--- config.mk ---
export PLATFORM = sky130hd
export DESIGN_NAME = acmp_ctrl
export DESIGN_NICKNAME = d
export VERILOG_FILES = /design/src/rtl/acmp_pkg.sv /design/src/rtl/acmp_sync.sv /design/src/rtl/acmp_settle.sv /design/src/rtl/acmp_csr.sv /design/src/rtl/acmp_ctrl.sv
export SDC_FILE = /design/constraint.sdc
export NUM_CORES = 1
export LEC_CHECK = 0
export BUFFER_PORTS_ARGS = -buffer_cell sky130_fd_sc_hd__buf_2
export CAP_MARGIN = 20
export CORE_UTILIZATION = 25
export CTS_CLUSTER_DIAMETER = 100
export DETAILED_ROUTE_END_ITERATION = 16
export GPL_TIMING_DRIVEN = 0
export PLACE_DENSITY_LB_ADDON = 0.05
export SETUP_SLACK_MARGIN = 0.2
export SLEW_MARGIN = 20
export SYNTH_ARGS = -nofsm -noshare
export SYNTH_HDL_FRONTEND = slang
export SYNTH_SLANG_ARGS = --single-unit
--- constraint.sdc ---
create_clock -name clk -period 3.6 [get_ports clk]
set_input_delay 0.18 -clock clk [delete_from_list [all_inputs] [get_ports clk]]
set_output_delay 0.18 -clock clk [all_outputs]
set_load 0.005 [all_outputs]
--- src/rtl/acmp_pkg.sv ---
// Package: acmp_pkg
// Shared constants for the comparator wrapper: register width and the bit
// positions of each control/status field. Software decodes these positions,
// so they are fixed; everything else is parameterized per instance.
package acmp_pkg;
    localparam int REG_W     = 8;
    localparam int BIT_EN    = 5;
    localparam int BIT_PSEL  = 4;
    localparam int BIT_NSEL  = 3;
    localparam int BIT_OE    = 2;
    localparam int BIT_STAT  = 1;
    localparam int BIT_FLAG  = 0;
    localparam int CTRL_W    = BIT_EN + 1;   // bits used below the reserved pair
endpackage

--- src/rtl/acmp_sync.sv ---
// Module: acmp_sync
// Multi-stage synchronizer that moves an asynchronous bit into the clk domain.
// Assumes the input may change at any time; the output is the last stage.
module acmp_sync #(
    parameter int STAGES = 2
) (
    input  logic clk,
    input  logic rst_n,
    input  logic din,
    output logic dout
);
    logic [STAGES-1:0] chain_q;

    generate
        genvar g;
        for (g = 0; g < STAGES; g++) begin : g_stage
            // Shift one stage of the synchronizer chain.
            always_ff @(posedge clk) begin
                if (!rst_n)
                    chain_q[g] <= 1'b0;
                else if (g == 0)
                    chain_q[g] <= din;
                else
                    chain_q[g] <= chain_q[(g == 0) ? 0 : g-1];
            end
        end
    endgenerate

    assign dout = chain_q[STAGES-1];
endmodule

--- src/rtl/acmp_settle.sv ---
// Module: acmp_settle
// Settle-time blanking counter. Starts counting when the enable becomes 1.
// busy stays high for CYCLES clock cycles and then drops until the enable
// goes back to 0, which rewinds the counter for the next enable.
module acmp_settle #(
    parameter int CYCLES = 500
) (
    input  logic clk,
    input  logic rst_n,
    input  logic en,
    output logic busy
);
    localparam int CNT_W = $clog2(CYCLES + 1);
    localparam logic [CNT_W-1:0] LAST = CNT_W'(CYCLES);

    logic [CNT_W-1:0] cnt_q;

    // Count up while enabled until the settle window is spent; rewind when off.
    always_ff @(posedge clk) begin
        if (!rst_n)
            cnt_q <= '0;
        else if (!en)
            cnt_q <= '0;
        else if (cnt_q != LAST)
            cnt_q <= cnt_q + 1'b1;
    end

    assign busy = en && (cnt_q != LAST);
endmodule

--- src/rtl/acmp_csr.sv ---
// Module: acmp_csr
// Control/status register core: holds the configuration bits, the
// synchronized status bit and the sticky change flag. Assumes wr is a
// one-cycle strobe already qualified by the address decode, and that sync_res
// is already in the clk domain. A hardware set beats a software clear.
module acmp_csr
    import acmp_pkg::*;
(
    input  logic              clk,
    input  logic              rst_n,
    input  logic              wr,
    input  logic [CTRL_W-1:0] wdata,
    input  logic              sync_res,
    input  logic              busy,
    output logic              en,
    output logic              psel,
    output logic              nsel,
    output logic              oe,
    output logic              status,
    output logic              flag,
    output logic              en_next,
    output logic              flag_set
);
    logic live;

    // Enable as it will be after this edge; a disabling write clears at once.
    assign en_next  = wr ? wdata[BIT_EN] : en;
    // Status may follow the synchronizer only when enabled and settled.
    assign live     = en && !busy;
    assign flag_set = live && (sync_res != status);

    // Configuration bits: plain software read/write fields.
    always_ff @(posedge clk) begin
        if (!rst_n) begin
            en   <= 1'b0;
            psel <= 1'b0;
            nsel <= 1'b0;
            oe   <= 1'b0;
        end else if (wr) begin
            en   <= wdata[BIT_EN];
            psel <= wdata[BIT_PSEL];
            nsel <= wdata[BIT_NSEL];
            oe   <= wdata[BIT_OE];
        end
    end

    // Status bit: synchronized result, zero while disabled or settling.
    always_ff @(posedge clk) begin
        if (!rst_n)
            status <= 1'b0;
        else if (!en_next || !live)
            status <= 1'b0;
        else
            status <= sync_res;
    end

    // Change flag: set on status change, software clear by writing 0.
    always_ff @(posedge clk) begin
        if (!rst_n)
            flag <= 1'b0;
        else if (!en_next)
            flag <= 1'b0;
        else if (flag_set)
            flag <= 1'b1;
        else if (wr && !wdata[BIT_FLAG])
            flag <= 1'b0;
    end
endmodule

--- src/rtl/acmp_ctrl.sv ---
// Module: acmp_ctrl (top)
// Digital wrapper for one analog comparator: register bus decode, input mux
// selects, gated raw pin output, clock-domain synchronization, settle
// blanking and the change interrupt. Assumes cmp_raw is fully asynchronous
// and that the bus presents one write strobe per access.
module acmp_ctrl
    import acmp_pkg::*;
#(
    parameter int          ADDR_W    = 8,
    parameter logic [7:0]  REG_ADDR  = 8'hAC,
    parameter int          CLK_MHZ   = 50,
    parameter int          SETTLE_US = 10,
    parameter int          SYNC_N    = 2
) (
    input  logic              clk,
    input  logic              rst_n,
    input  logic [ADDR_W-1:0] bus_addr,
    input  logic              bus_we,
    input  logic [REG_W-1:0]  bus_wdata,
    output logic [REG_W-1:0]  bus_rdata,
    input  logic              cmp_raw,
    output logic              sel_pos,
    output logic              sel_neg,
    output logic              cmp_pin,
    input  logic              irq_en,
    output logic              irq
);
    localparam int SETTLE_CYC = CLK_MHZ * SETTLE_US;

    logic hit, wr, sync_res, busy;
    logic en, psel, nsel, oe, status, flag, en_next, flag_set;

    assign hit = (bus_addr == ADDR_W'(REG_ADDR));
    assign wr  = hit && bus_we;

    acmp_sync #(.STAGES(SYNC_N)) u_sync (
        .clk   (clk),
        .rst_n (rst_n),
        .din   (cmp_raw),
        .dout  (sync_res)
    );

    acmp_settle #(.CYCLES(SETTLE_CYC)) u_settle (
        .clk   (clk),
        .rst_n (rst_n),
        .en    (en),
        .busy  (busy)
    );

    acmp_csr u_csr (
        .clk      (clk),
        .rst_n    (rst_n),
        .wr       (wr),
        .wdata    (bus_wdata[CTRL_W-1:0]),
        .sync_res (sync_res),
        .busy     (busy),
        .en       (en),
        .psel     (psel),
        .nsel     (nsel),
        .oe       (oe),
        .status   (status),
        .flag     (flag),
        .en_next  (en_next),
        .flag_set (flag_set)
    );

    // Read mux: register image at the decoded address, zero elsewhere.
    always_comb begin
        bus_rdata = '0;
        if (hit) begin
            bus_rdata[BIT_EN]   = en;
            bus_rdata[BIT_PSEL] = psel;
            bus_rdata[BIT_NSEL] = nsel;
            bus_rdata[BIT_OE]   = oe;
            bus_rdata[BIT_STAT] = status;
            bus_rdata[BIT_FLAG] = flag;
        end
    end

    assign sel_pos = psel;
    assign sel_neg = nsel;
    assign cmp_pin = cmp_raw && en && oe;
    assign irq     = flag && irq_en;
endmodule

-- Word-level counts from Yosys, hierarchy flattened
Cells that the tools add are included.
- flip-flop bits (word level): 17
- word-level logic and storage cells: 35
- $add $sub $neg: 1
- eq/ne operators: 3
- multiplexer cells: 4
- bitwise operators: 1
- reduce and logical (&&, ||, !) cells: 17
- operators with widths (kind ; count):
    $add 9x1->9 const B ; 1
    $ne 9x9->1 const B ; 1
    $eq 8x8->1 const B ; 1
    $logic_and 1x1->1 ; 8
    $mux 6 ; 1
    $logic_not 1->1 ; 4
    $reduce_and 2->1 ; 2
    $mux 1 ; 3
    $reduce_bool 2->1 ; 1
    $reduce_or 2->1 ; 1
    $logic_or 1x1->1 ; 1
    $ne 1x1->1 ; 1
    $not 1->1 ; 1

-- Longest topological paths before layout
- word-level depth: 7
- mapped depth: 6
- mapped depth without buffers: 5

-- Cells and area by module
A second synthesis with hierarchy kept.
- cells, all modules: 96
- area total of the unflattened synthesis: 895.9 um2
- by module, submodules not included (module ; times used ; cells an instance ; area each (um2) ; sequential area each (um2)):
    acmp_settle ; 1 ; 49 ; 432.9 ; 180.2
    acmp_csr ; 1 ; 21 ; 249.0 ; 120.1
    acmp_ctrl ; 1 ; 22 ; 161.4 ; 0.0
    acmp_sync ; 1 ; 4 ; 52.6 ; 40.0

-- Least setup slack after synthesis
OpenSTA, ideal clock, no wires.
- path kind: reg2reg
- start point: register u_settle.cnt_q[0]
- end point: register u_settle.cnt_q[3]
- arrival time: 1327 ps
- required time: 3528 ps
- setup slack: 2202 ps
- cell stages (with the launch flop): 7
- clock period less this slack: 1398 ps
- cell sequence: dfxtp_1 -> inv_1 -> ha_1 -> and4b_1 -> clkbuf_1 -> a211o_1 -> a21oi_1
- longest elaborated chain between the ends: 1
- elaborated cells on any way between the ends: 2
- classes of those cells: 1 x add/sub; 1 x eq/ne
- RTL lines (what ; RTL line ; source):
    start: declaration ; acmp_settle.sv:16 ; logic [CNT_W-1:0] cnt_q;
    start signal: assignment ; acmp_settle.sv:25 ; cnt_q <= cnt_q + 1'b1;
    $add 9x1->9 / $ne 9x9->1 (equally long branches) ; acmp_settle.sv:25, acmp_settle.sv:24 ;
Parallel ways exist; a longest one is shown, timed or not.
A chain may end at the register's enable or synchronous reset.

-- Worst setup path after layout
Ends and elaborated chain as after synthesis.

==> flow_metrics.py <==
metrics = {
    "outcome": {
        "status": "finished, final reports clean",
    },
    "yosys": {
        "yosysMostFrequentCell": "dfxtp_1",
        "netlist_area_um2": 894.6,
        "avgSynthCellArea_um2": 8.858,
        "async_reset_ff_share_pct": 0,
        "synth_edf_count": 0,
        "synth_cells": 101,
        "synth_top_area_share_pct": 38.04,
        "ys_top_cells_by_count": "dfxtp_1 (17), a21oi_1 (12), and3_1 (7), nand4_1 (7), nand2_1 (6)",
        "synth_area_leaders": "dfxtp_1 (38%), a21oi_1 (6.7%), nand4bb_4 (6.2%), and3_1 (4.9%), nand4_1 (4.9%)",
        "synth_top_flop_cell": "dfxtp_1",
        "ys_ff_latch": 17,
        "synth.distinct_cells": 30,
        "yosys.area.top_type": "dfxtp_1",
        "yosys_warnings": 0,
        "yosysSeqAreaShare_pct": 38.04,
    },
    "flow_run": {
        "cap_violations": 0,
    },
    "placed_design": {
        "pre_cts_ws_ns": 2.082,
        "gp_congestion": 0.7006,
        "dpl.hpwl_um": 1597,
        "io_buffers": 27,
    },
    "detailed_routing": {
        "vias": 851,
        "wl_met3_um": 114,
        "post_drt_wl_per_cell_um": 11.68,
        "drc": 0,
        "dr.pass1.iters": 4,
        "met2_length_um": 845,
        "wl_um": 2091,
        "via_per_inst": 4.754,
        "wl_met1_um": 1108,
        "highest_layer": "met4",
        "ant_nets": 0,
        "drtIter0Drc": 23,
    },
    "worst_hold_path": {
        "worst_hold_path_type": "primary input to flop",
        "min_to": "u_sync.chain_q[0]",
        "whs_path_depth": 2,
        "hp-start": "cmp_raw",
    },
    "sta": {
        "final.setup.tns_ns": 0,
        "finalSetupViolations": 0,
        "slew_viol_final": 0,
        "hold_violations": 0,
        "finalClockSkew_ns": 0.01274,
        "period_share_pct": 42.45,
        "period_minus_slack_ns": 1.528,
        "setup_ws_ns": 2.072,
        "rsz0062_at_grt": "no",
        "fmax_mhz": 654.3,
    },
    "layout": {
        "multi_input_area_um2": 509.2,
        "drive_gt1_share_pct": 28.57,
        "num-fill-cells": 386,
        "layout.nets": 157,
        "regArea_um2": 340.3,
        "num_antenna_cells": 0,
        "area_growth_pct": 24.89,
    },
    "setup_path": {
        "cp_max_fo": 6,
        "worstSetupStartpointType": "flop",
        "worst-path-buf-inv": 2,
        "critPathArrivalTime_ns": 1.75,
        "reg2reg_slack_ns": 2.07,
        "crit_chain": "inv_1 -> ha_1 -> and4b_1 -> clkbuf_1 -> a211o_1 -> a21oi_1",
        "r2r_end": "u_settle.cnt_q[3]",
        "crit_required_ns": 3.82,
        "rr_worst_depth": 6,
        "cpLargestDelayFamily": "compound AO/OA/AOI/OAI gates",
        "crit_slowest_cell": "dfxtp_1",
        "worstSetupPathType": "flop to flop",
        "worstReg2RegStart": "u_settle.cnt_q[0]",
        "cp-end-kind": "flop",
        "max_stage_delay_ns": 0.41,
    },
    "pwr": {
        "ir_drop_uv": 165.3,
        "total_power_mw": 0.3202,
        "p_leak_nw": 0.4535,
        "powerDensity_nw_per_um2": 286.6,
    },
    "clock_network": {
        "cts.sinks": 17,
        "clockRootBuffer": "clkbuf_4",
        "clk_transition_reported_paths_ns": 0.10,
        "h-tree-depth": 1,
        "clock_path_buffers": 2,
        "postCtsHoldBufs": 0,
        "cts_buffers": 3,
        "tritoncts": "built",
        "post_cts_buffers": 0,
        "clkLatencyLatePin_ns": 0.30,
        "cts_resized": 0,
    },
    "floorplanning": {
        "rows": 21,
        "die_h_um": 61.82,
        "die_x_um": 61.82,
        "initial_core_util_pct": 26.39,
        "die_area_um2": 3822,
        "io_pins": 33,
        "core_area_um2": 3390,
    },
    "global_route": {
        "grt_max_degree": 11,
        "grt_pass1_vias": 714,
        "antenna_found_initial": 0,
        "overflow": 0,
        "grt_pass1_wl_um": 3374,
        "grt_usage_pct": 12.35,
    },
}
[placed cells by master, fill, tap and decap left out, types with 3 or more instances in the layout]
master and n:
buf_2 27, dfxtp_1 17, a21oi_1 12, and3_1 7
nand4_1 7, nand2_1 6, inv_1 5, clkbuf_1 5
o21ai_0 5, nand3_1 4, or3_1 4, and2_1 3
nor3_1 3, o31ai_1 3, clkbuf_4 3
[worst reg2reg max path: cells and delay by family, from the launching register on]
family,cells,cell delay (ns)
AO/OA/AOI/OAI,2,0.42
flip-flops,1,0.41
adder cells (fa/ha/maj),1,0.21
buffers and inverters,2,0.24
AND/OR/NAND/NOR,1,0.19
[power breakdown]
part	internal, mW	switching (mW)
clock	0.0431	0.0636
combinational	0.0130	0.0110
sequential	0.189	0.000452
total	0.245	0.0751
[metal layers]
| layer | GRT usage, % | up-vias |
|---|---|---|
| li1 | - | 438 |
| met1 | 18.44 | 389 |
| met2 | 16.59 | 22 |
| met3 | 4.555 | 2 |
| met4 | 2.857 | 0 |
| met5 | 0 | - |
[worst max path at each step]
stage	startpoint	end	slack, ns	cells past startpoint
after floorplan	u_settle.cnt_q[0]	u_settle.cnt_q[3]	2.20	6
after global placement	u_settle.cnt_q[0]	u_settle.cnt_q[3]	2.09	6
after detailed placement	u_settle.cnt_q[0]	u_settle.cnt_q[3]	2.08	6
after CTS	u_settle.cnt_q[0]	u_settle.cnt_q[3]	2.06	6
after global routing	u_settle.cnt_q[0]	u_settle.cnt_q[3]	1.93	6
final	u_settle.cnt_q[0]	u_settle.cnt_q[3]	2.07	6
[cell type report]
type,instances,area share [%]
multi-input combinational,74,45.58
sequential,17,30.46
timing repair buffer,27,12.09
tap,46,5.151
buffer,6,2.688
clock buffer,4,2.352
inverter,5,1.680
[metrics by stage]
step           instances  instance area [um2]  utilization, %  hold WS [ns]
2_1_floorplan        102                898.4               -        0.3017
3_3_place_gp         175                 1091           32.19        0.3956
3_5_place_dp         175                 1091           32.19        0.4000
4_1_cts              179                 1117           32.96       0.09481
6_report             179                 1117           32.96        0.1104
5_1_grt              179                 1117           32.96       0.07724
[flip-flops by register name, summed over array words and instances, names as in the netlist]
register and count:
u_csr.nsel 1, u_sync.chain_q 1, u_csr.oe 1, u_csr.psel 1, u_csr.flag 1, u_settle.cnt_q 9, u_sync.dout 1, u_csr.status 1
u_csr.en 1
[cells by family (layout without fill, tap and decap cells)]
| logic type | after synthesis | count (layout) | synth area share (%) |
|---|---|---|---|
| compound gates | 24 | 24 | 16.36 |
| xor+xnor | 2 | 2 | 1.958 |
| fa+ha+maj | 2 | 2 | 2.797 |
| buf+inv | 11 | 42 | 5.454 |
| flops | 17 | 17 | 38.04 |
| other cells | 1 | 2 | 0.4192 |
| simple gates | 44 | 44 | 34.96 |
No activity file was read; power rests on OpenSTA's default activity.
